File: config.mk
export PLATFORM = sky130hd
export DESIGN_NAME = bridge_order_queue
export DESIGN_NICKNAME = d
export VERILOG_FILES = /design/src/rtl/ordq_pkg.sv /design/src/rtl/ordq_store.sv /design/src/rtl/ordq_ctrl.sv /design/src/rtl/bridge_order_queue.sv
export SDC_FILE = /design/constraint.sdc
export NUM_CORES = 1
export LEC_CHECK = 0
export BUFFER_PORTS_ARGS = -buffer_cell sky130_fd_sc_hd__buf_2
export CAP_MARGIN = 20
export CORE_ASPECT_RATIO = 1.75
export CORE_MARGIN = 10
export CORE_UTILIZATION = 55
export DETAILED_ROUTE_END_ITERATION = 10
export PLACE_DENSITY = 0.82
export SYNTH_ARGS = -nofsm -noshare
export SYNTH_HDL_FRONTEND = slang
export SYNTH_SLANG_ARGS = --single-unit
File: constraint.sdc
create_clock -name clk -period 8.4 [get_ports clk]
set_clock_uncertainty 0.2 [all_clocks]
set_input_delay 1.68 -clock clk [delete_from_list [all_inputs] [get_ports clk]]
set_output_delay 1.68 -clock clk [all_outputs]
set_load 0.01 [all_outputs]
File: src/rtl/ordq_pkg.sv
package ordq_pkg;

  localparam logic [2:0] CLS_PW  = 3'd0;
  localparam logic [2:0] CLS_DRR = 3'd1;
  localparam logic [2:0] CLS_DWR = 3'd2;
  localparam logic [2:0] CLS_DRC = 3'd3;
  localparam logic [2:0] CLS_DWC = 3'd4;

  typedef struct packed {
    logic push;
    logic pop;
    logic markSkip;
    logic clearSkip;
  } ordqStrobe_t;

  // later entry of class 'later' may overtake an older entry of class 'earlier'
  function automatic logic mayPass(logic [2:0] later, logic [2:0] earlier);
    case (later)
      CLS_PW:           return earlier == CLS_DWC;
      CLS_DRR, CLS_DWR: return (earlier == CLS_PW) || (earlier == CLS_DRC) || (earlier == CLS_DWC);
      CLS_DRC:          return (earlier == CLS_DRR) || (earlier == CLS_DWR);
      CLS_DWC:          return (earlier == CLS_DRR) || (earlier == CLS_DWR) || (earlier == CLS_PW);
      default:          return 1'b0;
    endcase
  endfunction

  function automatic logic legalClass(logic [2:0] c);
    return c <= CLS_DWC;
  endfunction

endpackage

File: src/rtl/ordq_store.sv
module ordq_store
  import ordq_pkg::*;
#(
  parameter int DEPTH    = 8,
  parameter int HANDLE_W = 16,
  parameter int IDX_W    = $clog2(DEPTH)
) (
  input  logic                             clk,
  input  logic                             rstN,
  input  ordqStrobe_t                      st,
  input  logic [IDX_W-1:0]                 popIdx,
  input  logic [IDX_W-1:0]                 skipIdx,
  input  logic [IDX_W-1:0]                 pushIdx,
  input  logic [2:0]                       pushCls,
  input  logic [HANDLE_W-1:0]              pushHdl,
  output logic [DEPTH-1:0][2:0]            clsVec,
  output logic [DEPTH-1:0][HANDLE_W-1:0]   hdlVec,
  output logic [DEPTH-1:0]                 skpVec
);

  logic [DEPTH-1:0][2:0]          upCls, nCls;
  logic [DEPTH-1:0][HANDLE_W-1:0] upHdl, nHdl;
  logic [DEPTH-1:0]               upSkp, nSkp;

  // neighbour one slot younger, feeding the compaction shift
  for (genvar g = 0; g < DEPTH; g++) begin : gUpper
    if (g < DEPTH - 1) begin : gMid
      assign upCls[g] = clsVec[g+1];
      assign upHdl[g] = hdlVec[g+1];
      assign upSkp[g] = skpVec[g+1];
    end else begin : gTop
      assign upCls[g] = '0;
      assign upHdl[g] = '0;
      assign upSkp[g] = 1'b0;
    end
  end

  always_comb begin
    for (int i = 0; i < DEPTH; i++) begin
      if (st.pop && (IDX_W'(i) >= popIdx)) begin
        nCls[i] = upCls[i];
        nHdl[i] = upHdl[i];
        nSkp[i] = upSkp[i];
      end else begin
        nCls[i] = clsVec[i];
        nHdl[i] = hdlVec[i];
        nSkp[i] = skpVec[i];
      end
    end
    if (st.clearSkip) begin
      nSkp = '0;
    end else if (st.markSkip) begin
      nSkp[skipIdx] = 1'b1;
    end
    if (st.push) begin
      nCls[pushIdx] = pushCls;
      nHdl[pushIdx] = pushHdl;
      nSkp[pushIdx] = 1'b0;
    end
  end

  always_ff @(posedge clk) begin
    if (!rstN) begin
      clsVec <= '0;
      hdlVec <= '0;
      skpVec <= '0;
    end else begin
      clsVec <= nCls;
      hdlVec <= nHdl;
      skpVec <= nSkp;
    end
  end

  // a retry without enqueue never moves or rewrites stored entries
  p_retry_keeps_entries_r5: assert property (@(posedge clk) disable iff (!rstN)
    ((st.markSkip || st.clearSkip) && !st.push) |=> ($stable(clsVec) && $stable(hdlVec)));

  // marks and removal are never requested together
  p_retry_excludes_pop_r5: assert property (@(posedge clk) disable iff (!rstN)
    !(st.pop && (st.markSkip || st.clearSkip)));

endmodule

File: src/rtl/ordq_ctrl.sv
module ordq_ctrl
  import ordq_pkg::*;
#(
  parameter int DEPTH   = 8,
  parameter int RESERVE = 2,
  parameter int IDX_W   = $clog2(DEPTH),
  parameter int CNT_W   = $clog2(DEPTH + 1)
) (
  input  logic                     clk,
  input  logic                     rstN,
  input  logic                     enqValid,
  input  logic [2:0]               enqClass,
  input  logic                     resValid,
  input  logic                     resDone,
  input  logic [DEPTH-1:0][2:0]    clsVec,
  input  logic [DEPTH-1:0]         skpVec,
  output ordqStrobe_t              st,
  output logic [IDX_W-1:0]         candIdx,
  output logic [IDX_W-1:0]         pushIdx,
  output logic                     candValid,
  output logic                     enqAccept,
  output logic                     postedFull,
  output logic                     delayedFull
);

  localparam int DELAYED_MAX = DEPTH - RESERVE;

  logic [CNT_W-1:0] count, delayedCnt;
  logic [DEPTH-1:0] validMask, eligMask, freshMask, nextSkip;
  logic             anyLeft;

  always_comb begin
    for (int i = 0; i < DEPTH; i++) begin
      validMask[i] = CNT_W'(i) < count;
    end
  end

  // eligibility: may overtake every older entry
  always_comb begin
    for (int i = 0; i < DEPTH; i++) begin
      eligMask[i] = 1'b1;
      for (int j = 0; j < DEPTH; j++) begin
        if (j < i && !mayPass(clsVec[i], clsVec[j])) eligMask[i] = 1'b0;
      end
    end
  end

  assign freshMask = eligMask & validMask & ~skpVec;

  // oldest fresh eligible entry, head as fallback
  always_comb begin
    candIdx = '0;
    for (int i = DEPTH - 1; i >= 0; i--) begin
      if (freshMask[i]) candIdx = IDX_W'(i);
    end
  end

  assign nextSkip = skpVec | (DEPTH'(1) << candIdx);
  assign anyLeft  = |(eligMask & validMask & ~nextSkip);

  always_comb begin
    delayedCnt = '0;
    for (int i = 0; i < DEPTH; i++) begin
      if (validMask[i] && clsVec[i] != CLS_PW) delayedCnt = delayedCnt + CNT_W'(1);
    end
  end

  assign candValid   = count != '0;
  assign postedFull  = count == CNT_W'(DEPTH);
  assign delayedFull = delayedCnt >= CNT_W'(DELAYED_MAX);
  assign enqAccept   = enqValid && legalClass(enqClass) &&
                       ((enqClass == CLS_PW) ? !postedFull : (!delayedFull && !postedFull));

  always_comb begin
    st.push      = enqAccept;
    st.pop       = resValid && resDone && candValid;
    st.markSkip  = resValid && !resDone && candValid && anyLeft;
    st.clearSkip = resValid && !resDone && candValid && !anyLeft;
  end

  assign pushIdx = st.pop ? IDX_W'(count - CNT_W'(1)) : IDX_W'(count);

  always_ff @(posedge clk) begin
    if (!rstN) begin
      count <= '0;
    end else begin
      case ({st.push, st.pop})
        2'b10:   count <= count + CNT_W'(1);
        2'b01:   count <= count - CNT_W'(1);
        default: count <= count;
      endcase
    end
  end

  // occupancy never exceeds the slot count
  p_count_bound_r9: assert property (@(posedge clk) disable iff (!rstN)
    count <= CNT_W'(DEPTH));

  // delayed entries never take the posted-write reserve
  p_delayed_cap_r8: assert property (@(posedge clk) disable iff (!rstN)
    delayedCnt <= CNT_W'(DELAYED_MAX));

  // an accepted enqueue always adds a distinct entry
  p_push_grows_r7: assert property (@(posedge clk) disable iff (!rstN)
    (st.push && !st.pop) |=> (count == $past(count) + CNT_W'(1)));

  // a completion removes exactly one entry
  p_pop_shrinks_r6: assert property (@(posedge clk) disable iff (!rstN)
    (st.pop && !st.push) |=> (count == $past(count) - CNT_W'(1)));

  // the candidate may overtake every older queued entry, unless it is the head
  for (genvar j = 0; j < DEPTH; j++) begin : gPassChk
    p_cand_passes_r4: assert property (@(posedge clk) disable iff (!rstN)
      (candValid && (IDX_W'(j) < candIdx)) |-> mayPass(clsVec[candIdx], clsVec[j]));
  end

endmodule

File: src/rtl/bridge_order_queue.sv
module bridge_order_queue
  import ordq_pkg::*;
#(
  parameter int DEPTH      = 8,
  parameter int PW_RESERVE = 2,
  parameter int HANDLE_W   = 16
) (
  input  logic                clk,
  input  logic                rstN,
  input  logic                enqValid,
  input  logic [2:0]          enqClass,
  input  logic [HANDLE_W-1:0] enqHandle,
  output logic                enqAccept,
  output logic                postedFull,
  output logic                delayedFull,
  output logic                candValid,
  output logic [2:0]          candClass,
  output logic [HANDLE_W-1:0] candHandle,
  input  logic                resValid,
  input  logic                resDone
);

  localparam int IDX_W = (DEPTH > 1) ? $clog2(DEPTH) : 1;
  localparam int CNT_W = $clog2(DEPTH + 1);

  ordqStrobe_t                    st;
  logic [IDX_W-1:0]               candIdx, pushIdx;
  logic [DEPTH-1:0][2:0]          clsVec;
  logic [DEPTH-1:0][HANDLE_W-1:0] hdlVec;
  logic [DEPTH-1:0]               skpVec;

  ordq_ctrl #(
    .DEPTH(DEPTH), .RESERVE(PW_RESERVE), .IDX_W(IDX_W), .CNT_W(CNT_W)
  ) uCtrl (
    .clk(clk), .rstN(rstN),
    .enqValid(enqValid), .enqClass(enqClass),
    .resValid(resValid), .resDone(resDone),
    .clsVec(clsVec), .skpVec(skpVec),
    .st(st), .candIdx(candIdx), .pushIdx(pushIdx),
    .candValid(candValid), .enqAccept(enqAccept),
    .postedFull(postedFull), .delayedFull(delayedFull)
  );

  ordq_store #(
    .DEPTH(DEPTH), .HANDLE_W(HANDLE_W), .IDX_W(IDX_W)
  ) uStore (
    .clk(clk), .rstN(rstN), .st(st),
    .popIdx(candIdx), .skipIdx(candIdx), .pushIdx(pushIdx),
    .pushCls(enqClass), .pushHdl(enqHandle),
    .clsVec(clsVec), .hdlVec(hdlVec), .skpVec(skpVec)
  );

  assign candClass  = clsVec[candIdx];
  assign candHandle = hdlVec[candIdx];

endmodule

==> results of run 1 <==
[state kept, by name (all words and copies together) (netlist names)]
| register | count |
|---|---|
| uStore.skpVec | 8 |
| uCtrl.count | 4 |
| uStore.clsVec | 24 |
| uStore.hdlVec | 128 |
[synth_stat cells, types with 9 or more instances]
library cell | number | area (µm²)
mux2i_1 | 205 | 2050
dfxtp_1 | 164 | 3280
nand2_1 | 149 | 559
a21oi_1 | 98 | 490
mux2_2 | 97 | 1090
clkbuf_1 | 55 | 206
nor2_1 | 55 | 206
o21ai_0 | 46 | 230
buf_2 | 44 | 220
o31ai_1 | 43 | 323
nand3_1 | 31 | 155
buf_4 | 24 | 180
nor3_1 | 24 | 120
a211oi_1 | 21 | 158
nand2b_1 | 19 | 119
inv_1 | 18 | 67.6
mux4_2 | 16 | 360
a2111o_1 | 15 | 169
o21bai_1 | 15 | 113
nand4b_1 | 14 | 123
xnor2_1 | 14 | 123
and4b_1 | 12 | 120
a2111oi_0 | 11 | 96.3
a221oi_2 | 11 | 165
ha_1 | 11 | 138
a221oi_1 | 10 | 87.6
a211o_1 | 9 | 78.8
[logic make-up (layout without fill, tap and decap cells)]
group | Yosys count | after routing | share of synthesized area, %
AOI/OAI and AO/OA | 343 | 343 | 20.1
xor gates and xnor gates | 19 | 19 | 1.49
adders and majority gates | 11 | 11 | 1.13
buffers and inverters | 158 | 136 | 6.57
DFF | 164 | 164 | 27.0
muxes | 318 | 318 | 28.9
and+or+nand+nor | 358 | 358 | 14.9
[final timing paths]
path	cells after the start	from	to
max reg2reg	26	uCtrl.count[0]$_SDFFE_PN0P_	uStore.hdlVec[23]$_SDFF_PN0_
max	24	uCtrl.count[0]$_SDFFE_PN0P_	enqAccept
min reg2reg	2	uStore.skpVec[7]$_SDFF_PN0_	uStore.skpVec[7]$_SDFF_PN0_
min	2	uStore.skpVec[7]$_SDFF_PN0_	uStore.skpVec[7]$_SDFF_PN0_
[critical path, delay by kind of cell (launching register included)]
| family | cells | cell delay [ns] |
|---|---|---|
| adders and majority gates | 7 | 2.07 |
| DFF | 1 | 0.42 |
| muxes | 4 | 0.95 |
| AOI/OAI and AO/OA | 4 | 0.72 |
| and+or+nand+nor | 6 | 1.18 |
| buffers and inverters | 3 | 0.32 |
[stage by stage]
stage | instances | hold slack, ns | cell area (µm²) | util (%)
6_report | 1641 | 0.280 | 13200 | 61.0
5_1_grt | 1641 | 0.292 | 13200 | 61.0
4_1_cts | 1641 | 0.273 | 13200 | 60.9
3_5_place_dp | 1610 | 0.260 | 12400 | 57.5
3_3_place_gp | 1609 | 0.253 | 12400 | 57.5
2_1_floorplan | 1371 | 0.230 | 12100 | -
[layout make-up]
| cell class | count | area (µm²) | share of cell area [%] |
|---|---|---|---|
| multi-input cells | 1049 | 8170 | 62.0 |
| flip-flops and latches | 164 | 3290 | 25.0 |
| repair buffers | 85 | 546 | 4.14 |
| clock buffers | 22 | 484 | 3.68 |
| well taps | 292 | 365 | 2.77 |
| clock inverters | 9 | 245 | 1.86 |
| inverters | 20 | 75.1 | 0.570 |
[layer usage]
metal  vias up  part of all wire (%)  routed length [µm]  track usage (%)
met5         -                     0                   0                0
met4         0                   7.3                2900             19.4
met3       231                   7.8                3090             4.40
met2       706                    50               19800             45.8
met1      5439                    35               13900             28.2
li1       5059                     -                   -                -
[power by group through the flow]
stage               clock (mW)  combinational [mW]  sequential (mW)
CTS                      0.973               0.622            0.864
global placement             0               0.602            0.877
detailed placement           0               0.617            0.881
finish                   0.971               0.643            0.867
global route             0.999               0.679            0.872
floorplan                    0               0.473            0.856
==> results.py, run 1 <==
metrics = {
    "run_status": {
        "status": "finished, final reports clean",
    },
    "placed_design": {
        "pre_cts_ws_ns": 0.591,
        "port_buffers": 46,
        "place.gp.congestion": 1.02,
        "dp_hpwl_mm": 25.5,
    },
    "final_layout": {
        "drive_above_1_share_pct": 20.9,
        "final_common_cell": "mux2i_1",
        "fin_nets": 1372,
        "fillers": 1724,
        "syn_to_final_growth_pct": 8.43,
        "final_cell_mix": "mux2i_1, dfxtp_1, nand2_1",
        "antenna_cells": 0,
    },
    "worst_setup_path": {
        "critPathMaxStageDelay_ns": 0.45,
        "critPathRequiredTime_ns": 6.52,
        "crit_type": "flop to output pin",
        "crit_top_cell": "ha_1",
        "critical_path.max_fanout": 12,
        "worstSetupEndpointType": "output pin",
        "critPathArrivalTime_ns": 6.12,
        "critPathLaunchType": "flop",
        "ff2ff_setup_slack_ns": 0.99,
        "critPathSlowestCell": "or3_1",
        "cp_cell_sequence": "inv_1 -> ha_1 -> o21a_1 -> or2_2 -> inv_1 -> ha_1 -> or3_1 -> nand2_1 -> ha_1 -> nand2_1 -> o31ai_1 -> ha_1 -> mux2_2 -> ha_1 -> mux2_2 -> ha_1 -> mux2_2 -> ha_1 -> nand3b_1 -> mux2i_1 -> a31oi_2 -> a31oi_4 -> nor3_2 -> buf_2",
    },
    "yosys": {
        "synthCells": 1371,
        "synth_seq_area_share_pct": 27.0,
        "synth_edf_count": 0,
        "yosysUniqueCellTypes": 76,
        "synth-seq-cells": 164,
        "synthArstFlopShare_pct": 0,
        "syn_nets": 1406,
        "syn_area_um2": 12100,
        "synth_warnings": 0,
        "avgSynthCellArea_um2": 8.86,
        "ys.flop_type": "dfxtp_1",
    },
    "power": {
        "internal-power_mw": 1.72,
        "combPwrFrac_pct": 25.9,
        "power_mw": 2.48,
        "leakagePower_nw": 4.75,
        "power_density_nw_per_um2": 188,
        "seqPwrFrac_pct": 35.0,
        "power_frac_clock_pct": 39.1,
        "ir_drop_uv": 171,
        "power_switching_mw": 0.763,
        "switching_share_pct": 30.8,
    },
    "clock_tree": {
        "h-tree-depth": 4,
        "cts_root_buf": "clkbuf_16",
        "numCtsBuffers": 17,
        "cts_setup_buffers": 0,
        "hold_buffers": 0,
        "clk_pin_slew_ns": 0.07,
        "cts.sinks": 164,
        "clk_path_buf_depth": 2,
        "cts_tree": "yes",
        "post_cts_resized": 0,
        "insertion_delay_ns": 0.44,
    },
    "global_route": {
        "grt_first_pass_wirelength_mm": 61.5,
        "grt_pass1_vias": 11200,
        "overflow": 0,
        "grt.total_usage_pct": 26.4,
        "grt_max_degree": 82,
        "antenna_found_initial": 0,
    },
    "timing": {
        "fmax_mhz": 125,
        "rsz0062_at_grt": "no",
        "timing.setup.tns_ns": 0,
        "hold_viol": 0,
        "min_period_ns": 8.00,
        "setup_viol": 0,
        "finalCritPeriodShare_pct": 95.2,
        "worstMarginPinSlew_ns": 1.15,
        "maxSlewHeadroom_pct": 23.0,
        "final_max_slew_viol_count": 0,
        "fin_ws_ns": 0.400,
    },
    "route": {
        "wl_per_cell_um": 24.2,
        "routed_via_density": 6.97,
        "drt_iter0_drc": 1549,
        "vias": 11400,
        "drtAntennaViolNets": 0,
        "drt_first_pass_iters": 6,
        "wl_mm": 39.7,
        "drc": 0,
    },
    "floorplan": {
        "dieWidth_um": 132,
        "core_region_area_um2": 21600,
        "ioPinCount": 47,
        "initial_utilization_pct": 56.3,
        "dieArea_um2": 28700,
        "die_y_um": 217,
        "num_rows": 71,
    },
    "job": {
        "maxCapViolations": 0,
    },
    "min_path": {
        "hold_path.class": "flop to flop",
    },
}
Power figures use the tool's default switching activity.
==> run 2, diff against run 1 <==
--- a/config.mk
+++ b/config.mk
@@ -7,11 +7,10 @@
 export LEC_CHECK = 0
 export BUFFER_PORTS_ARGS = -buffer_cell sky130_fd_sc_hd__buf_2
 export CAP_MARGIN = 20
-export CORE_ASPECT_RATIO = 1.75
 export CORE_MARGIN = 10
-export CORE_UTILIZATION = 55
+export CORE_UTILIZATION = 25
 export DETAILED_ROUTE_END_ITERATION = 10
-export PLACE_DENSITY = 0.82
+export PLACE_DENSITY = 0.49
 export SYNTH_ARGS = -nofsm -noshare
 export SYNTH_HDL_FRONTEND = slang
 export SYNTH_SLANG_ARGS = --single-unit
==> run 2 against run 1 <==
Sequential cell count did not move; worst hold slack improved by 0.0093 ns; critical endpoint unchanged; highest routed layer unchanged; first-iteration DRC count fell by 43%; via count fell by 5.4%; critical path depth did not move.
==> results.py, run 2 (same netlist as run 1, synthesis figures left out) <==
metrics = {
    "worst_setup_path": {
        "cp_cell_sequence": "inv_1 -> ha_1 -> o21a_1 -> or2_2 -> inv_1 -> ha_1 -> or3_1 -> nand2_1 -> ha_1 -> nand2_1 -> o31ai_1 -> ha_1 -> mux2_2 -> ha_1 -> mux2_2 -> ha_1 -> mux2_2 -> ha_1 -> nand3b_1 -> mux2i_1 -> a31oi_2 -> a31oi_4 -> nor3_1 -> buf_2",
        "worstSetupEndpointType": "output pin",
        "ff2ff_setup_slack_ns": 1.20,
        "critical_path.max_fanout": 12,
        "regToRegStartpoint": "uCtrl.count[0]$_SDFFE_PN0P_",
        "r2r_cells": 25,
        "crit_type": "flop to output pin",
        "critPathRequiredTime_ns": 6.52,
        "critPathSlowestCell": "dfxtp_2",
        "critPathLaunchType": "flop",
        "critPathMaxStageDelay_ns": 0.45,
        "crit_top_cell": "ha_1",
        "startpoint": "uCtrl.count[0]$_SDFFE_PN0P_",
        "critPathArrivalTime_ns": 6.20,
        "r2r_end": "uStore.skpVec[0]$_SDFF_PN0_",
    },
    "global_route": {
        "grt_max_degree": 94,
        "antenna_found_initial": 1,
        "grt_pass1_vias": 10500,
        "grt_first_pass_wirelength_mm": 65.7,
        "grt.total_usage_pct": 14.6,
        "overflow": 0,
    },
    "power": {
        "power_density_nw_per_um2": 172,
        "ir_drop_uv": 145,
        "leakagePower_nw": 4.72,
    },
    "timing": {
        "fmax_mhz": 124,
        "final_max_slew_viol_count": 0,
        "maxSlewHeadroom_pct": 25.3,
        "hold_ws_ns": 0.289,
        "worstMarginPinSlew_ns": 1.12,
        "setup_viol": 0,
        "fin_ws_ns": 0.315,
        "hold_viol": 0,
        "min_period_ns": 8.08,
        "finalCritPeriodShare_pct": 96.2,
    },
    "clock_tree": {
        "h-tree-depth": 4,
        "cts_tree": "yes",
        "numCtsBuffers": 17,
        "insertion_delay_ns": 0.43,
        "cts.sinks": 164,
        "clk_pin_slew_ns": 0.07,
        "hold_buffers": 0,
        "cts_root_buf": "clkbuf_16",
        "clk_path_buf_depth": 2,
    },
    "route": {
        "drt_first_pass_iters": 6,
        "routed_via_density": 5.49,
        "drtAntennaViolNets": 0,
        "drt_iter0_drc": 888,
        "vias": 10800,
        "drc": 0,
        "wl_mm": 42.8,
        "wl_per_cell_um": 21.7,
    },
    "final_layout": {
        "final_cell_mix": "mux2i_1, dfxtp_1, nand2_1",
        "fin_area_um2": 13500,
        "largest_reg_flops": 128,
        "syn_to_final_growth_pct": 11.2,
        "reg_top3": "uStore.hdlVec x128, uStore.clsVec x24, uStore.skpVec x8",
        "fillers": 5101,
        "final_common_cell": "mux2i_1",
        "drive_above_1_share_pct": 21.3,
        "fin_nets": 1377,
        "regMostFlops": "uStore.hdlVec",
    },
    "floorplan": {
        "die_y_um": 240,
        "ioPinCount": 47,
        "core_region_area_um2": 47800,
        "initial_utilization_pct": 25.4,
        "dieWidth_um": 240,
        "num_rows": 80,
        "dieArea_um2": 57800,
    },
    "placed_design": {
        "dpl_cell_area_um2": 12900,
        "port_buffers": 46,
        "dp_hpwl_mm": 27.1,
        "pre_cts_ws_ns": 0.633,
        "place.gp.congestion": 0.847,
    },
    "run_status": {
        "status": "finished, final reports clean",
    },
    "min_path": {
        "hold_path_startpoint": "uStore.hdlVec[123]$_SDFF_PN0_",
        "hold_path.class": "flop to flop",
        "whs_endpoint": "uStore.hdlVec[123]$_SDFF_PN0_",
        "worstHoldPathCells": 2,
    },
    "job": {
        "maxCapViolations": 0,
    },
}
## run 2: changes by cell type in the layout (fill, tap and decap cells not counted), moves of 2 or more
cell,change
bufinv_16,-7
inv_6,+7
buf_4,+4
clkbuf_8,-3
buf_12,+2
clkinv_8,+2
inv_8,+2
## run 2: through the flow
stage / setup TNS (ns) / util [%] / power, mW / instances
6_report: 0 / 28.2 / 2.32 / 1971
5_1_grt: -0.00373 / 28.2 / 2.42 / 1970
4_1_cts: 0 / 28.2 / 2.33 / 1970
3_5_place_dp: 0 / 27.0 / 1.53 / 1938
3_3_place_gp: 0 / 27.0 / 1.52 / 1938
2_1_floorplan: 0 / - / 1.33 / 1371
## run 2: metal layers
layer	up-vias	global-route usage (%)	part of all wire, %
met5	-	0	0
met4	0	4.20	2.0
met3	57	2.39	5.5
met2	340	23.7	46
met1	5343	19.5	46
li1	5083	-	-
## run 2: power by group
| part | internal (mW) | switching (mW) |
|---|---|---|
| Clock | 0.432 | 0.379 |
| Combinational | 0.252 | 0.408 |
| Sequential | 0.819 | 0.0357 |
| Total | 1.50 | 0.822 |
## run 2: worst max-delay path by stage
| stage | to | slack (ns) |
|---|---|---|
| after detailed placement | enqAccept | 0.63 |
| after floorplan | enqAccept | 0.58 |
| final | enqAccept | 0.32 |
| after global placement | enqAccept | 0.65 |
| after global routing | enqAccept | -0.004 |
| after CTS | enqAccept | 0.14 |
## run 2: layout make-up
type | instances | area, µm² | area share, %
multi-input cells | 1049 | 8180 | 60.5
flip-flops and latches | 164 | 3290 | 24.3
well taps | 615 | 769 | 5.70
repair buffers | 90 | 601 | 4.45
clock buffers | 18 | 439 | 3.25
clock inverters | 14 | 159 | 1.18
inverters | 20 | 75.1 | 0.556
diodes | 1 | 2.50 | 0.0185
## run 2: repair_timing
action                                 in CTS  in global routing
gates resized for setup                     0                  3
buffers inserted                            0                  0
setup endpoints to repair                   0                  1
endpoints found under the hold margin       0                  0
## run 2: worst max-delay path, delay by kind of cell, from the launching register on
family / cells / cell delay, ns
compound gates: 4 / 0.71
buf+inv: 3 / 0.35
flops: 1 / 0.45
fa+ha+maj: 7 / 2.07
simple gates: 6 / 1.22
mux: 4 / 0.96
==> run 3, diff against run 2 <==
--- a/config.mk
+++ b/config.mk
@@ -7,6 +7,7 @@
 export LEC_CHECK = 0
 export BUFFER_PORTS_ARGS = -buffer_cell sky130_fd_sc_hd__buf_2
 export CAP_MARGIN = 20
+export CORE_ASPECT_RATIO = 1.2
 export CORE_MARGIN = 10
 export CORE_UTILIZATION = 25
 export DETAILED_ROUTE_END_ITERATION = 10
==> run 3 against run 2 <==
Final area up 0.42%; final cell count rose by 0.86%; fmax up 0.47%; setup slack improved by 0.038 ns; via count shrank 0.60%; sequential power about the same; sequential cell count is the same; register-to-register slack worse by 0.05 ns; largest cell class unchanged; highest routed layer unchanged.
==> results.py, run 3 (same netlist as run 1, synthesis figures left out) <==
metrics = {
    "run_status": {
        "status": "finished, final reports clean",
    },
    "final_layout": {
        "fin_area_um2": 13600,
        "final_cells": 1988,
        "final_core_util_pct": 28.2,
        "final_cell_mix": "mux2i_1, dfxtp_1, nand2_1",
        "antenna_cells": 0,
        "reg_top3": "uStore.hdlVec x128, uStore.clsVec x24, uStore.skpVec x8",
        "regMostFlops": "uStore.hdlVec",
        "final_common_cell": "mux2i_1",
        "multi_input_area_um2": 8180,
        "syn_to_final_growth_pct": 11.7,
        "fin_nets": 1380,
        "fillers": 5098,
        "seqCellArea_um2": 3290,
        "drive_above_1_share_pct": 21.4,
        "largest_reg_flops": 128,
    },
    "power": {
        "internal-power_mw": 1.57,
        "power_switching_mw": 0.783,
        "seqPwrFrac_pct": 36.4,
        "ir_drop_uv": 153,
        "power_density_nw_per_um2": 173,
        "power_mw": 2.35,
        "power_frac_clock_pct": 35.4,
        "leakagePower_nw": 4.73,
        "combPwrFrac_pct": 28.1,
        "switching_share_pct": 33.3,
    },
    "clock_tree": {
        "clk_pin_slew_ns": 0.07,
        "numCtsBuffers": 17,
        "cts_setup_buffers": 0,
        "insertion_delay_ns": 0.43,
        "cts.sinks": 164,
        "clk_path_buf_depth": 2,
        "cts_root_buf": "clkbuf_16",
        "cts_tree": "yes",
        "h-tree-depth": 4,
        "hold_buffers": 0,
    },
    "worst_setup_path": {
        "critPathLaunchType": "flop",
        "ff2ff_setup_slack_ns": 1.15,
        "critPathMaxStageDelay_ns": 0.47,
        "critPathSlowestCell": "or3_1",
        "critical_path.max_fanout": 12,
        "worstSetupEndpointType": "output pin",
        "crit_top_cell": "ha_1",
        "cp_cell_sequence": "inv_1 -> ha_1 -> o21a_1 -> or2_2 -> inv_1 -> ha_1 -> or3_1 -> nand2_1 -> ha_1 -> nand2_1 -> o31ai_1 -> ha_1 -> mux2_2 -> ha_1 -> mux2_2 -> ha_1 -> mux2_2 -> ha_1 -> nand3b_1 -> mux2i_1 -> a31oi_2 -> a31oi_4 -> nor3_2 -> buf_2",
        "critPathRequiredTime_ns": 6.52,
        "crit_family": "adder cells",
        "crit_type": "flop to output pin",
        "critPathArrivalTime_ns": 6.17,
        "path_buf_inv": 3,
    },
    "global_route": {
        "antenna_found_initial": 1,
        "grt_first_pass_wirelength_mm": 65.4,
        "grt_pass1_vias": 10400,
        "grt.total_usage_pct": 14.2,
        "grt_max_degree": 74,
        "overflow": 0,
    },
    "placed_design": {
        "port_buffers": 46,
        "dpl_cell_area_um2": 12900,
        "dp_hpwl_mm": 27.3,
        "dpl.cell_count": 1955,
        "pre_cts_ws_ns": 0.547,
        "place.gp.congestion": 0.847,
    },
    "floorplan": {
        "initial_utilization_pct": 25.2,
        "dieArea_um2": 57800,
        "num_rows": 88,
        "dieWidth_um": 221,
        "die_y_um": 261,
        "core_region_area_um2": 48100,
        "ioPinCount": 47,
    },
    "timing": {
        "fmax_mhz": 124,
        "hold_ws_ns": 0.272,
        "final_max_slew_viol_count": 0,
        "hold_viol": 0,
        "setup_viol": 0,
        "worstMarginPinSlew_ns": 1.15,
        "finalCritPeriodShare_pct": 95.8,
        "min_period_ns": 8.05,
        "fin_ws_ns": 0.353,
        "timing.setup.tns_ns": 0,
        "rsz0062_at_grt": "no",
        "maxSlewHeadroom_pct": 22.9,
    },
    "job": {
        "maxCapViolations": 0,
    },
    "route": {
        "drc": 0,
        "drt_first_pass_iters": 5,
        "drt_iter0_drc": 696,
        "routed_via_density": 5.41,
        "wl_per_cell_um": 21.4,
        "drtAntennaViolNets": 0,
        "wl_mm": 42.6,
        "vias": 10800,
    },
    "min_path": {
        "hold_path.class": "flop to flop",
    },
}
run 3: path summary, 6_finish.rpt:
check | from | end | depth (start not counted)
setup / recovery | uCtrl.count[0]$_SDFFE_PN0P_ | enqAccept | 24
hold / removal | uStore.skpVec[7]$_SDFF_PN0_ | uStore.skpVec[7]$_SDFF_PN0_ | 2
setup reg to reg | uCtrl.count[0]$_SDFFE_PN0P_ | uStore.skpVec[0]$_SDFF_PN0_ | 25
hold reg to reg | uStore.skpVec[7]$_SDFF_PN0_ | uStore.skpVec[7]$_SDFF_PN0_ | 2
run 3: worst min-delay path: cells and delay by family, from the launching register on:
kind	cells	cell delay [ns]
DFF	1	0.33
and+or+nand+nor	2	0.10
run 3: timing repair:
action,4_1_cts,5_1_grt
endpoints found under the setup margin,0,2
resized for setup,0,6
endpoints found under the hold margin,0,0
run 3: per-layer routing:
metal	global-route usage, %	part of all wire (%)
met2	24.2	49
met5	0	0
met1	18.5	46
met3	1.75	3.9
met4	3.87	1.7
run 3: layout make-up:
| type | count | share of cell area (%) |
|---|---|---|
| multi-input combinational | 1049 | 60.3 |
| sequential | 164 | 24.2 |
| tap | 630 | 5.81 |
| timing repair buffer | 93 | 4.52 |
| clock buffer | 22 | 3.50 |
| clock inverter | 10 | 1.08 |
| inverter | 20 | 0.553 |
run 3: power by group through the flow:
stage,clock network [mW],logic (mW),registers (mW)
5_1_grt,0.876,0.715,0.864
4_1_cts,0.845,0.659,0.856
3_5_place_dp,0,0.657,0.873
6_report,0.833,0.662,0.857
3_3_place_gp,0,0.648,0.872
2_1_floorplan,0,0.473,0.856
